==> src/rtl/alu8_pkg.sv <==
// Package: shared widths, flag-word bit positions, operation codes and the
// per-unit output record used by the ALU sub-units and the top.
package alu8_pkg;

    localparam int BYTE_W  = 8;
    localparam int WORD_W  = 2 * BYTE_W;
    localparam int NIB_W   = 4;
    localparam int IDX_W   = $clog2(BYTE_W);
    localparam int OP_W    = 5;

    // Position of each flag inside the flag word, used by flag-word bit ops.
    localparam int Z_POS   = 6;
    localparam int AC_POS  = 4;
    localparam int CY_POS  = 0;

    typedef enum logic [OP_W-1:0] {
        OP_CMP   = 5'd0,
        OP_ADDW  = 5'd1,
        OP_SUBW  = 5'd2,
        OP_CMPW  = 5'd3,
        OP_INC   = 5'd4,
        OP_DEC   = 5'd5,
        OP_INCW  = 5'd6,
        OP_DECW  = 5'd7,
        OP_ROR   = 5'd8,
        OP_ROL   = 5'd9,
        OP_RORC  = 5'd10,
        OP_ROLC  = 5'd11,
        OP_BSET  = 5'd12,
        OP_BCLR  = 5'd13,
        OP_FSET  = 5'd14,
        OP_FCLR  = 5'd15,
        OP_CYSET = 5'd16,
        OP_CYCLR = 5'd17,
        OP_CYNOT = 5'd18
    } alu_op_e;

    // Output record of one sub-unit; all zero when the unit does not own the op.
    typedef struct packed {
        logic [WORD_W-1:0] res;
        logic              res_we;
        logic              z;
        logic              ac;
        logic              cy;
        logic              z_we;
        logic              ac_we;
        logic              cy_we;
    } unit_out_t;

endpackage

==> src/rtl/alu8_byte_unit.sv <==
// Byte unit: compare, increment, decrement, rotates and operand bit set/clear.
// Assumes the opcode is decoded by the caller; drives an all-zero record for
// any opcode it does not own so the top can OR the unit records together.
module alu8_byte_unit
    import alu8_pkg::*;
(
    input  alu_op_e               op,
    input  logic [BYTE_W-1:0]     a,
    input  logic [BYTE_W-1:0]     b,
    input  logic [IDX_W-1:0]      idx,
    input  logic                  cy_in,
    output unit_out_t             o
);
    localparam logic [BYTE_W-1:0] ONE_B = BYTE_W'(1);

    logic [BYTE_W-1:0] bit_mask;
    logic [BYTE_W:0]   diff_ext;
    logic [BYTE_W-1:0] r;

    // One-hot mask of the selected bit, one decoder term per bit position.
    for (genvar i = 0; i < BYTE_W; i++) begin : g_mask
        assign bit_mask[i] = (idx == IDX_W'(i));
    end

    // Extended difference used by compare for the borrow out of the top bit.
    assign diff_ext = {1'b0, a} - {1'b0, b};

    // Per-op byte result and flag selection.
    always_comb begin
        o = '0;
        r = '0;
        unique case (op)
            OP_CMP: begin
                o.z  = (diff_ext[BYTE_W-1:0] == '0);
                o.ac = (a[NIB_W-1:0] < b[NIB_W-1:0]);
                o.cy = diff_ext[BYTE_W];
                o.z_we = 1'b1; o.ac_we = 1'b1; o.cy_we = 1'b1;
            end
            OP_INC: begin
                r = a + ONE_B;
                o.res_we = 1'b1;
                o.z  = (r == '0);
                o.ac = &a[NIB_W-1:0];
                o.z_we = 1'b1; o.ac_we = 1'b1;
            end
            OP_DEC: begin
                r = a - ONE_B;
                o.res_we = 1'b1;
                o.z  = (r == '0);
                o.ac = ~|a[NIB_W-1:0];
                o.z_we = 1'b1; o.ac_we = 1'b1;
            end
            OP_ROR: begin
                r = {a[0], a[BYTE_W-1:1]};
                o.res_we = 1'b1; o.cy = a[0]; o.cy_we = 1'b1;
            end
            OP_ROL: begin
                r = {a[BYTE_W-2:0], a[BYTE_W-1]};
                o.res_we = 1'b1; o.cy = a[BYTE_W-1]; o.cy_we = 1'b1;
            end
            OP_RORC: begin
                r = {cy_in, a[BYTE_W-1:1]};
                o.res_we = 1'b1; o.cy = a[0]; o.cy_we = 1'b1;
            end
            OP_ROLC: begin
                r = {a[BYTE_W-2:0], cy_in};
                o.res_we = 1'b1; o.cy = a[BYTE_W-1]; o.cy_we = 1'b1;
            end
            OP_BSET: begin
                r = a | bit_mask;
                o.res_we = 1'b1;
            end
            OP_BCLR: begin
                r = a & ~bit_mask;
                o.res_we = 1'b1;
            end
            default: ;
        endcase
        o.res = {{(WORD_W-BYTE_W){1'b0}}, r};
    end

endmodule

==> src/rtl/alu8_word_unit.sv <==
// Word unit: 16-bit add, subtract, compare against an immediate, and register
// pair increment/decrement. AC is taken at the nibble boundary of the low byte.
// Drives an all-zero record for opcodes it does not own.
module alu8_word_unit
    import alu8_pkg::*;
(
    input  alu_op_e               op,
    input  logic [WORD_W-1:0]     pair,
    input  logic [WORD_W-1:0]     imm,
    output unit_out_t             o
);
    localparam logic [WORD_W-1:0] ONE_W = WORD_W'(1);

    logic [WORD_W:0]  sum_ext;
    logic [WORD_W:0]  dif_ext;
    logic [NIB_W:0]   nib_sum;
    logic             nib_borrow;

    // Full-width sum and difference with the carry/borrow bit on top.
    assign sum_ext    = {1'b0, pair} + {1'b0, imm};
    assign dif_ext    = {1'b0, pair} - {1'b0, imm};
    assign nib_sum    = {1'b0, pair[NIB_W-1:0]} + {1'b0, imm[NIB_W-1:0]};
    assign nib_borrow = (pair[NIB_W-1:0] < imm[NIB_W-1:0]);

    // Per-op word result and flag selection.
    always_comb begin
        o = '0;
        unique case (op)
            OP_ADDW: begin
                o.res = sum_ext[WORD_W-1:0];
                o.res_we = 1'b1;
                o.z  = (sum_ext[WORD_W-1:0] == '0);
                o.ac = nib_sum[NIB_W];
                o.cy = sum_ext[WORD_W];
                o.z_we = 1'b1; o.ac_we = 1'b1; o.cy_we = 1'b1;
            end
            OP_SUBW, OP_CMPW: begin
                o.res    = (op == OP_SUBW) ? dif_ext[WORD_W-1:0] : '0;
                o.res_we = (op == OP_SUBW);
                o.z  = (dif_ext[WORD_W-1:0] == '0);
                o.ac = nib_borrow;
                o.cy = dif_ext[WORD_W];
                o.z_we = 1'b1; o.ac_we = 1'b1; o.cy_we = 1'b1;
            end
            OP_INCW: begin
                o.res = pair + ONE_W;
                o.res_we = 1'b1;
            end
            OP_DECW: begin
                o.res = pair - ONE_W;
                o.res_we = 1'b1;
            end
            default: ;
        endcase
    end

endmodule

==> src/rtl/alu8_flag_unit.sv <==
// Flag unit: bit set/clear aimed at the flag word and the dedicated carry
// operations. Only indexes that map onto Z, AC or CY raise a write-enable.
// Produces no result; drives an all-zero record for opcodes it does not own.
module alu8_flag_unit
    import alu8_pkg::*;
(
    input  alu_op_e               op,
    input  logic [IDX_W-1:0]      idx,
    input  logic                  cy_in,
    output unit_out_t             o
);
    logic fw_op;
    logic fw_val;

    assign fw_op  = (op == OP_FSET) || (op == OP_FCLR);
    assign fw_val = (op == OP_FSET);

    // Flag-word bit decode and carry set/clear/complement.
    always_comb begin
        o = '0;
        if (fw_op) begin
            o.z  = fw_val; o.z_we  = (idx == IDX_W'(Z_POS));
            o.ac = fw_val; o.ac_we = (idx == IDX_W'(AC_POS));
            o.cy = fw_val; o.cy_we = (idx == IDX_W'(CY_POS));
        end
        unique case (op)
            OP_CYSET: begin o.cy = 1'b1;   o.cy_we = 1'b1; end
            OP_CYCLR: begin o.cy = 1'b0;   o.cy_we = 1'b1; end
            OP_CYNOT: begin o.cy = ~cy_in; o.cy_we = 1'b1; end
            default: ;
        endcase
    end

endmodule

==> src/rtl/alu8_core.sv <==
// Top: combinational 8-bit ALU with flag update. Routes operands to the byte,
// word and flag units, merges their records (each unit is zero outside its
// own opcodes) and passes a flag through unchanged when it is not written.
// Assumes op_sel is stable for the evaluation; no state is held here.
module alu8_core
    import alu8_pkg::*;
(
    input  logic [OP_W-1:0]   op_sel,
    input  logic [BYTE_W-1:0] opnd_a,
    input  logic [BYTE_W-1:0] opnd_b,
    input  logic [WORD_W-1:0] pair_in,
    input  logic [WORD_W-1:0] imm_w,
    input  logic [IDX_W-1:0]  bit_sel,
    input  logic              z_in,
    input  logic              ac_in,
    input  logic              cy_in,
    output logic [WORD_W-1:0] result,
    output logic              res_we,
    output logic              z_out,
    output logic              ac_out,
    output logic              cy_out,
    output logic              z_we,
    output logic              ac_we,
    output logic              cy_we
);
    alu_op_e   op;
    unit_out_t byte_o, word_o, flag_o, merged;

    assign op = alu_op_e'(op_sel);

    alu8_byte_unit u_byte (
        .op    (op),
        .a     (opnd_a),
        .b     (opnd_b),
        .idx   (bit_sel),
        .cy_in (cy_in),
        .o     (byte_o)
    );

    alu8_word_unit u_word (
        .op    (op),
        .pair  (pair_in),
        .imm   (imm_w),
        .o     (word_o)
    );

    alu8_flag_unit u_flag (
        .op    (op),
        .idx   (bit_sel),
        .cy_in (cy_in),
        .o     (flag_o)
    );

    // Merge of the unit records; at most one unit is active per opcode.
    assign merged = byte_o | word_o | flag_o;

    // Output drive with pass-through of unwritten flags.
    always_comb begin
        result = merged.res;
        res_we = merged.res_we;
        z_we   = merged.z_we;
        ac_we  = merged.ac_we;
        cy_we  = merged.cy_we;
        z_out  = merged.z_we  ? merged.z  : z_in;
        ac_out = merged.ac_we ? merged.ac : ac_in;
        cy_out = merged.cy_we ? merged.cy : cy_in;
    end

endmodule

==> config.mk <==
export PLATFORM = sky130hd
export DESIGN_NAME = alu8_core
export DESIGN_NICKNAME = d
export VERILOG_FILES = /design/src/rtl/alu8_pkg.sv /design/src/rtl/alu8_byte_unit.sv /design/src/rtl/alu8_word_unit.sv /design/src/rtl/alu8_flag_unit.sv /design/src/rtl/alu8_core.sv
export SDC_FILE = /design/constraint.sdc
export NUM_CORES = 1
export LEC_CHECK = 0
export BUFFER_PORTS_ARGS = -buffer_cell sky130_fd_sc_hd__buf_4
export CAP_MARGIN = 10
export CELL_PAD_IN_SITES_DETAIL_PLACEMENT = 1
export CELL_PAD_IN_SITES_GLOBAL_PLACEMENT = 2
export CORE_MARGIN = 1.5
export CORE_UTILIZATION = 32
export DETAILED_ROUTE_END_ITERATION = 6
export PLACE_DENSITY = 0.92
export SYNTH_ARGS = -nofsm -noshare
export SYNTH_HDL_FRONTEND = slang
export SYNTH_SLANG_ARGS = --single-unit
==> constraint.sdc <==
create_clock -name vclk -period 4.6
set_input_delay 0.46 -clock vclk [all_inputs]
set_output_delay 0.46 -clock vclk [all_outputs]
set_load 0.02 [all_outputs]
Yosys cells after proc, flatten, opt, wreduce, memory -nomap -nowiden
Cells that the tools add are included.

cells by class
  add/subtract/negate cells = 8
  magnitude comparators = 2
  eq/ne operators = 25
  mux-type cells = 15
  bitwise operators = 6
  reductions and logical operators = 18

operator list
  operator                 count
  $pmux W17 S4             1
  $pmux W8 S8              1
  $eq A5 B4 Y1 const B     8
  $logic_not A16 Y1        2
  $logic_not A8 Y1         3
  $or A15 B23 Y23          1
  $or A23 B6 Y23           1
  $eq A5 B3 Y1 const B     4
  $add A16 B16 Y17         1
  $sub A16 B16 Y17         1
  $add A16 B1 Y16 const B  1
  $mux W16                 1
  $sub A16 B1 Y16 const B  1
  $eq A5 B5 Y1 const B     3
  $eq A3 B3 Y1 const B     4
  $pmux W6 S2              1
  $eq A5 B2 Y1 const B     2
  $sub A8 B8 Y9            1
  $add A8 B1 Y8 const B    1
  $and A8 B8 Y8            1
  $lt A4 B4 Y1             2
  $not A8 Y8               1
  $or A8 B8 Y8             1
  $reduce_or A8 Y1         1
  20 further kinds         30

word-level totals
  register bits after elaboration = 0
  bits of input ports = 59
  output and inout port bits = 23
  word-level logic and storage cells = 74

Depth between registers and ports, before layout
  depth after elaboration = 7
  depth in mapped cells = 14
  gate-level depth less buffers = 13

Modules after synthesis
A second synthesis with hierarchy kept.

second synthesis, totals
  cell total of the unflattened synthesis = 634
  area, all modules = 4583.1 um^2

by module, submodules not included
  module          instances  cells each  area an instance (um^2)  sequential area each (um^2)
  alu8_word_unit  1          374         2741.4                   0.0
  alu8_byte_unit  1          201         1412.6                   0.0
  alu8_flag_unit  1          30          240.2                    0.0
  alu8_core       1          29          188.9                    0.0

Least setup slack after synthesis
Ideal clock, no wire load.

  kind = input to output
  start point = in op_sel[1]
  end point = out result[15]
  arrival = 3.481 ns
  required time = 4.140 ns
  setup slack = 0.659 ns
  stages = 14
  buffers on the path = 1
  cell sequence = buf_2 > nand2_1 > nor3_1 > nand2_1 > inv_1 > ha_1 > a211oi_1 > o21ai_0 > a211oi_1 > o21bai_1 > a21oi_1 > o31a_1 > xnor2_1 > a211o_1

on the way
  longest elaborated chain between the ends = 5
  elaborated cells between the ends (all ways) = 10
  those cells by class = eq/ne (5); mux (2); bitwise (2); reduce/logical (1)

RTL lines
  item                                          RTL line                                    text
  start: declaration                            alu8_core.sv:8                              input logic [OP_W-1:0] op_sel,
  $eq A5 B2 Y1, on equally long branches        alu8_word_unit.sv:28, alu8_word_unit.sv:38
  $mux W16 or $reduce_or A2 Y1 (tied branches)  alu8_word_unit.sv:38, alu8_word_unit.sv:28
  $pmux W17 S4 (*)                              alu8_word_unit.sv:28                        unique case (op)
  $or A15 B23 Y23 (*)                           alu8_core.sv:55                             assign merged = byte_o | word_o | flag_o;
  $or A23 B6 Y23 (*)                            alu8_core.sv:55
  end: declaration                              alu8_core.sv:17                             output logic [WORD_W-1:0] result,

Every way passes the cells marked *; elsewhere a longest branch is shown, timed or not.

Worst setup path after layout
  start point = in op_sel[2]
  end point = out result[15]

The elaborated chain is that of the path after synthesis.

==> summary.txt <==
Floorplan
  • Boundary Pins: 82
  • Effective utilization at floorplan: between 30% and 40%
  • Floorplan core area: ~0.013 mm^2
  • Overall die width: 118 um
  • Vertical die dimension: around 120 um
  • Number of placement rows: 41
  • Area enclosed by the die boundary: between 0.01 and 0.015 mm^2

STA
  • Worst-margin pin slew: between 1 and 1.5 ns
  • Headroom to the max-slew limit: a little under 20%
  • Unrepaired setup endpoints after global routing: no
  • Fin crit period: a little over 4 ns
  • Final worst hold slack: between 1 and 1.5 ns
  • Fin Setup TNS: 0 ns
  • Hold Fails Final Rpt: 0
  • Final-report max-slew violation count: 0
  • FMAX: 241 MHz
  • Final setup violation count: 0
  • Crit share post-route: 90.1%

Finish
  • Seq Cell Count: 0
  • Leading cell types in the layout, fill and taps excluded: buf_4 (84), nor2_1 (59), ha_1 (59), o21ai_0 (51)
  • P&R area growth vs syn: 17.2%
  • Final cell count without fillers: about 860
  • Ratio of cells with drive above 1 in the final layout: between 15 and 20%
  • Most common library cell in the layout ignoring fill and taps: buf_4
  • Number of clock buffer instances in the layout: 0
  • Fill cell instance count of the final layout: between 1.5k and 2k
  • NumNets Final: 808
  • Antenna Cells: 0
  • Sequential Area: 0 um^2

Detailed routing
  • Vias per std cell: a little over 6
  • Number of search-and-repair iterations in the first detailed-routing pass: 5
  • WL final: ~17000 um
  • Number of DRC violations after detailed-routing iteration 0: 350
  • Vias: 5250
  • Count of antenna-violating nets left after detailed routing: 0
  • Routed wire length per instance: between 15 and 20 um
  • DRC violations left: 0

Setup path
  • Master of the slowest instance on the critical path: a211oi_1
  • Crit end category: primary output
  • Critical Path Max Stage Delay: about 0.34 ns
  • Combined buffer and inverter count along the critical path: 3
  • Critical path startpoint category: input port
  • Cell chain of the critical path: buf_4 -> nand2_1 -> nor3_1 -> nand2_1 -> clkinvlp_4 -> ha_1 -> a211oi_1 -> o21ai_0 -> a211oi_1 -> o21bai_1 -> a21oi_1 -> o31a_1 -> xnor2_1 -> a211o_1 -> buf_4
  • Kind of critical path: in2out
  • Top cell family by delay on the critical path: compound AO/OA/AOI/OAI gates
  • Req. time, crit path: 4.14 ns
  • Data arrival time of the worst path: between 3 and 4 ns
  • Highest net fanout along the worst path: 20

Power and ir drop
  • P_int: 0.230 mW
  • Power share of the sequential group: 0%
  • Net Sw Frac: between 60% and 70%
  • Fraction of power consumed by combinational cells: between 90% and 100%
  • Net switching component of the power: between 0.3 and 0.4 mW
  • Power per Cell Area: about 120 mW/mm^2
  • Leakage: ~2.2 nW
  • Maximum ir drop on the vdd rail: 0.0393 mV
  • Part of the power in the clock network: 0%

Outcome
  • Run status: completed

Place
  • Number of buffers added on ports: 82
  • Placed Cells: about 860
  • Routability Congestion: approximately 0.91
  • Dpl hpwl: 13900 um

Global routing
  • Number of global-route vias before repair: between 5k and 6k
  • First-pass GRT wire length: about 27000 um
  • Overflow left after global routing: 0
  • Combined global-route utilization of all metal layers: between 20% and 30%
  • Number of antenna violations at the first check in global routing: 0
  • Pin count of the biggest net entering global routing: 21

Yosys
  • Combinational family with the most area after synthesis: compound AO/OA/AOI/OAI gates
  • Netlist area before placement: 0.00420 mm^2
  • Share of synthesized area spent on multiplexers: 0.984%
  • Syn. warnings: 0
  • Mean instance size in the synthesized netlist: 6.67 um^2
  • XOR/XNOR Fraction of Synth Area: under 10%
  • Post-synthesis compound-gate area fraction: between 30 and 40%
  • Synth Net Count: 751
  • Sequential-to-total area share from yosys stat: 0%
  • Number of different library cells in the post-synthesis netlist: 76
  • Post-synthesis share of cell area spent on full adders, half adders and majority gates: between 10% and 20%
  • Number of instances in the synthesized netlist: ~630
  • Simple-gate portion of the synthesized area: between 20 and 30%

Clock network
  • Number of buffers inserted for hold repair after clock tree synthesis: 0
  • Count of cells resized by post-cts repair: 0
  • Setup bufs post-CTS: 0

Hold path
  • Hold/Removal Path Class: in2out

Run
  • Max cap viols: 0
[cells by family after synthesis]
group	count (synthesis)
buf+inv	80
mux	4
simple gates	219
compound gates	229
xor+xnor	34
fa+ha+maj	63
[area by class of cell]
class / instances / area, um^2 / share of cell area, %
Timing Repair Buffer: 84 / 631 / 12.8
Tap cell: 172 / 215 / 4.38
Multi-Input combinational cell: 549 / 3880 / 78.8
Inverter: 51 / 195 / 3.97
[power groups by stage]
stage | clock [mW] | sequential (mW) | combinational [mW]
after global routing | 0 | 0 | 0.635
after detailed placement | 0 | 0 | 0.572
after CTS | 0 | 0 | 0.575
final | 0 | 0 | 0.582
after global placement | 0 | 0 | 0.556
after floorplan | 0 | 0 | 0.378
[worst paths after layout]
check | startpoint | end | slack, ns | cells past startpoint
max | op_sel[2] | result[15] | 0.45 | 15
min | ac_in | ac_out | 1.25 | 3
[tightest hold or removal path: stages]
cell	delay [ns]
buf_4	0.07
mux2_2	0.13
buf_4	0.13
[metrics by stage]
stage	instance area [um^2]	setup WS, ns	util (%)	total power, mW
CTS	4910	0.306	38.6	0.575
floorplan	4200	0.659	-	0.378
detailed placement	4910	0.322	38.6	0.572
finish	4920	0.453	38.7	0.582
global route	4920	0.130	38.7	0.635
global placement	4910	0.541	38.6	0.556
[metal layers]
| metal | vias up | global-route usage (%) | wire length, um |
|---|---|---|---|
| met5 | - | 0 | 0 |
| met4 | 0 | 3.35 | 288 |
| met3 | 22 | 1.50 | 940 |
| met2 | 173 | 40.1 | 7860 |
| met1 | 2582 | 33.3 | 7790 |
| li1 | 2473 | - | - |
[cell usage after synthesis, types with 3 or more instances]
| cell type | n | area [um^2] |
|---|---|---|
| a2111oi_0 | 6 | 52.6 |
| a211o_1 | 4 | 35.0 |
| a211oi_1 | 11 | 82.6 |
| a21o_1 | 10 | 75.1 |
| a21oi_1 | 50 | 250 |
| a221o_1 | 5 | 50.1 |
| a221oi_1 | 10 | 87.6 |
| a22oi_1 | 8 | 60.1 |
| a31oi_1 | 4 | 25.0 |
| and3_1 | 11 | 68.8 |
| buf_1 | 4 | 15.0 |
| buf_2 | 7 | 35.0 |
| clkbuf_1 | 16 | 60.1 |
| fa_1 | 4 | 80.1 |
| ha_1 | 59 | 738 |
| inv_1 | 51 | 191 |
| mux2i_1 | 3 | 30.0 |
| nand2_1 | 40 | 150 |
| nand2b_1 | 10 | 62.6 |
| nand3_1 | 19 | 95.1 |
| nand4_1 | 5 | 31.3 |
| nor2_1 | 59 | 221 |
| nor2b_1 | 10 | 62.6 |
| nor3_1 | 25 | 125 |
| nor3b_1 | 7 | 52.6 |
| nor4_1 | 6 | 37.5 |
| o2111ai_1 | 4 | 35.0 |
| o211ai_1 | 6 | 45.0 |
| o21a_1 | 7 | 52.6 |
| o21ai_0 | 51 | 255 |
| o21bai_1 | 4 | 30.0 |
| o221a_2 | 3 | 33.8 |
| o221ai_1 | 9 | 78.8 |
| o22ai_1 | 8 | 50.1 |
| o311ai_0 | 3 | 26.3 |
| o31a_1 | 3 | 26.3 |
| or2_2 | 6 | 37.5 |
| xnor2_1 | 28 | 245 |
| xor2_1 | 6 | 52.6 |
(Power assumes the default switching activity.)
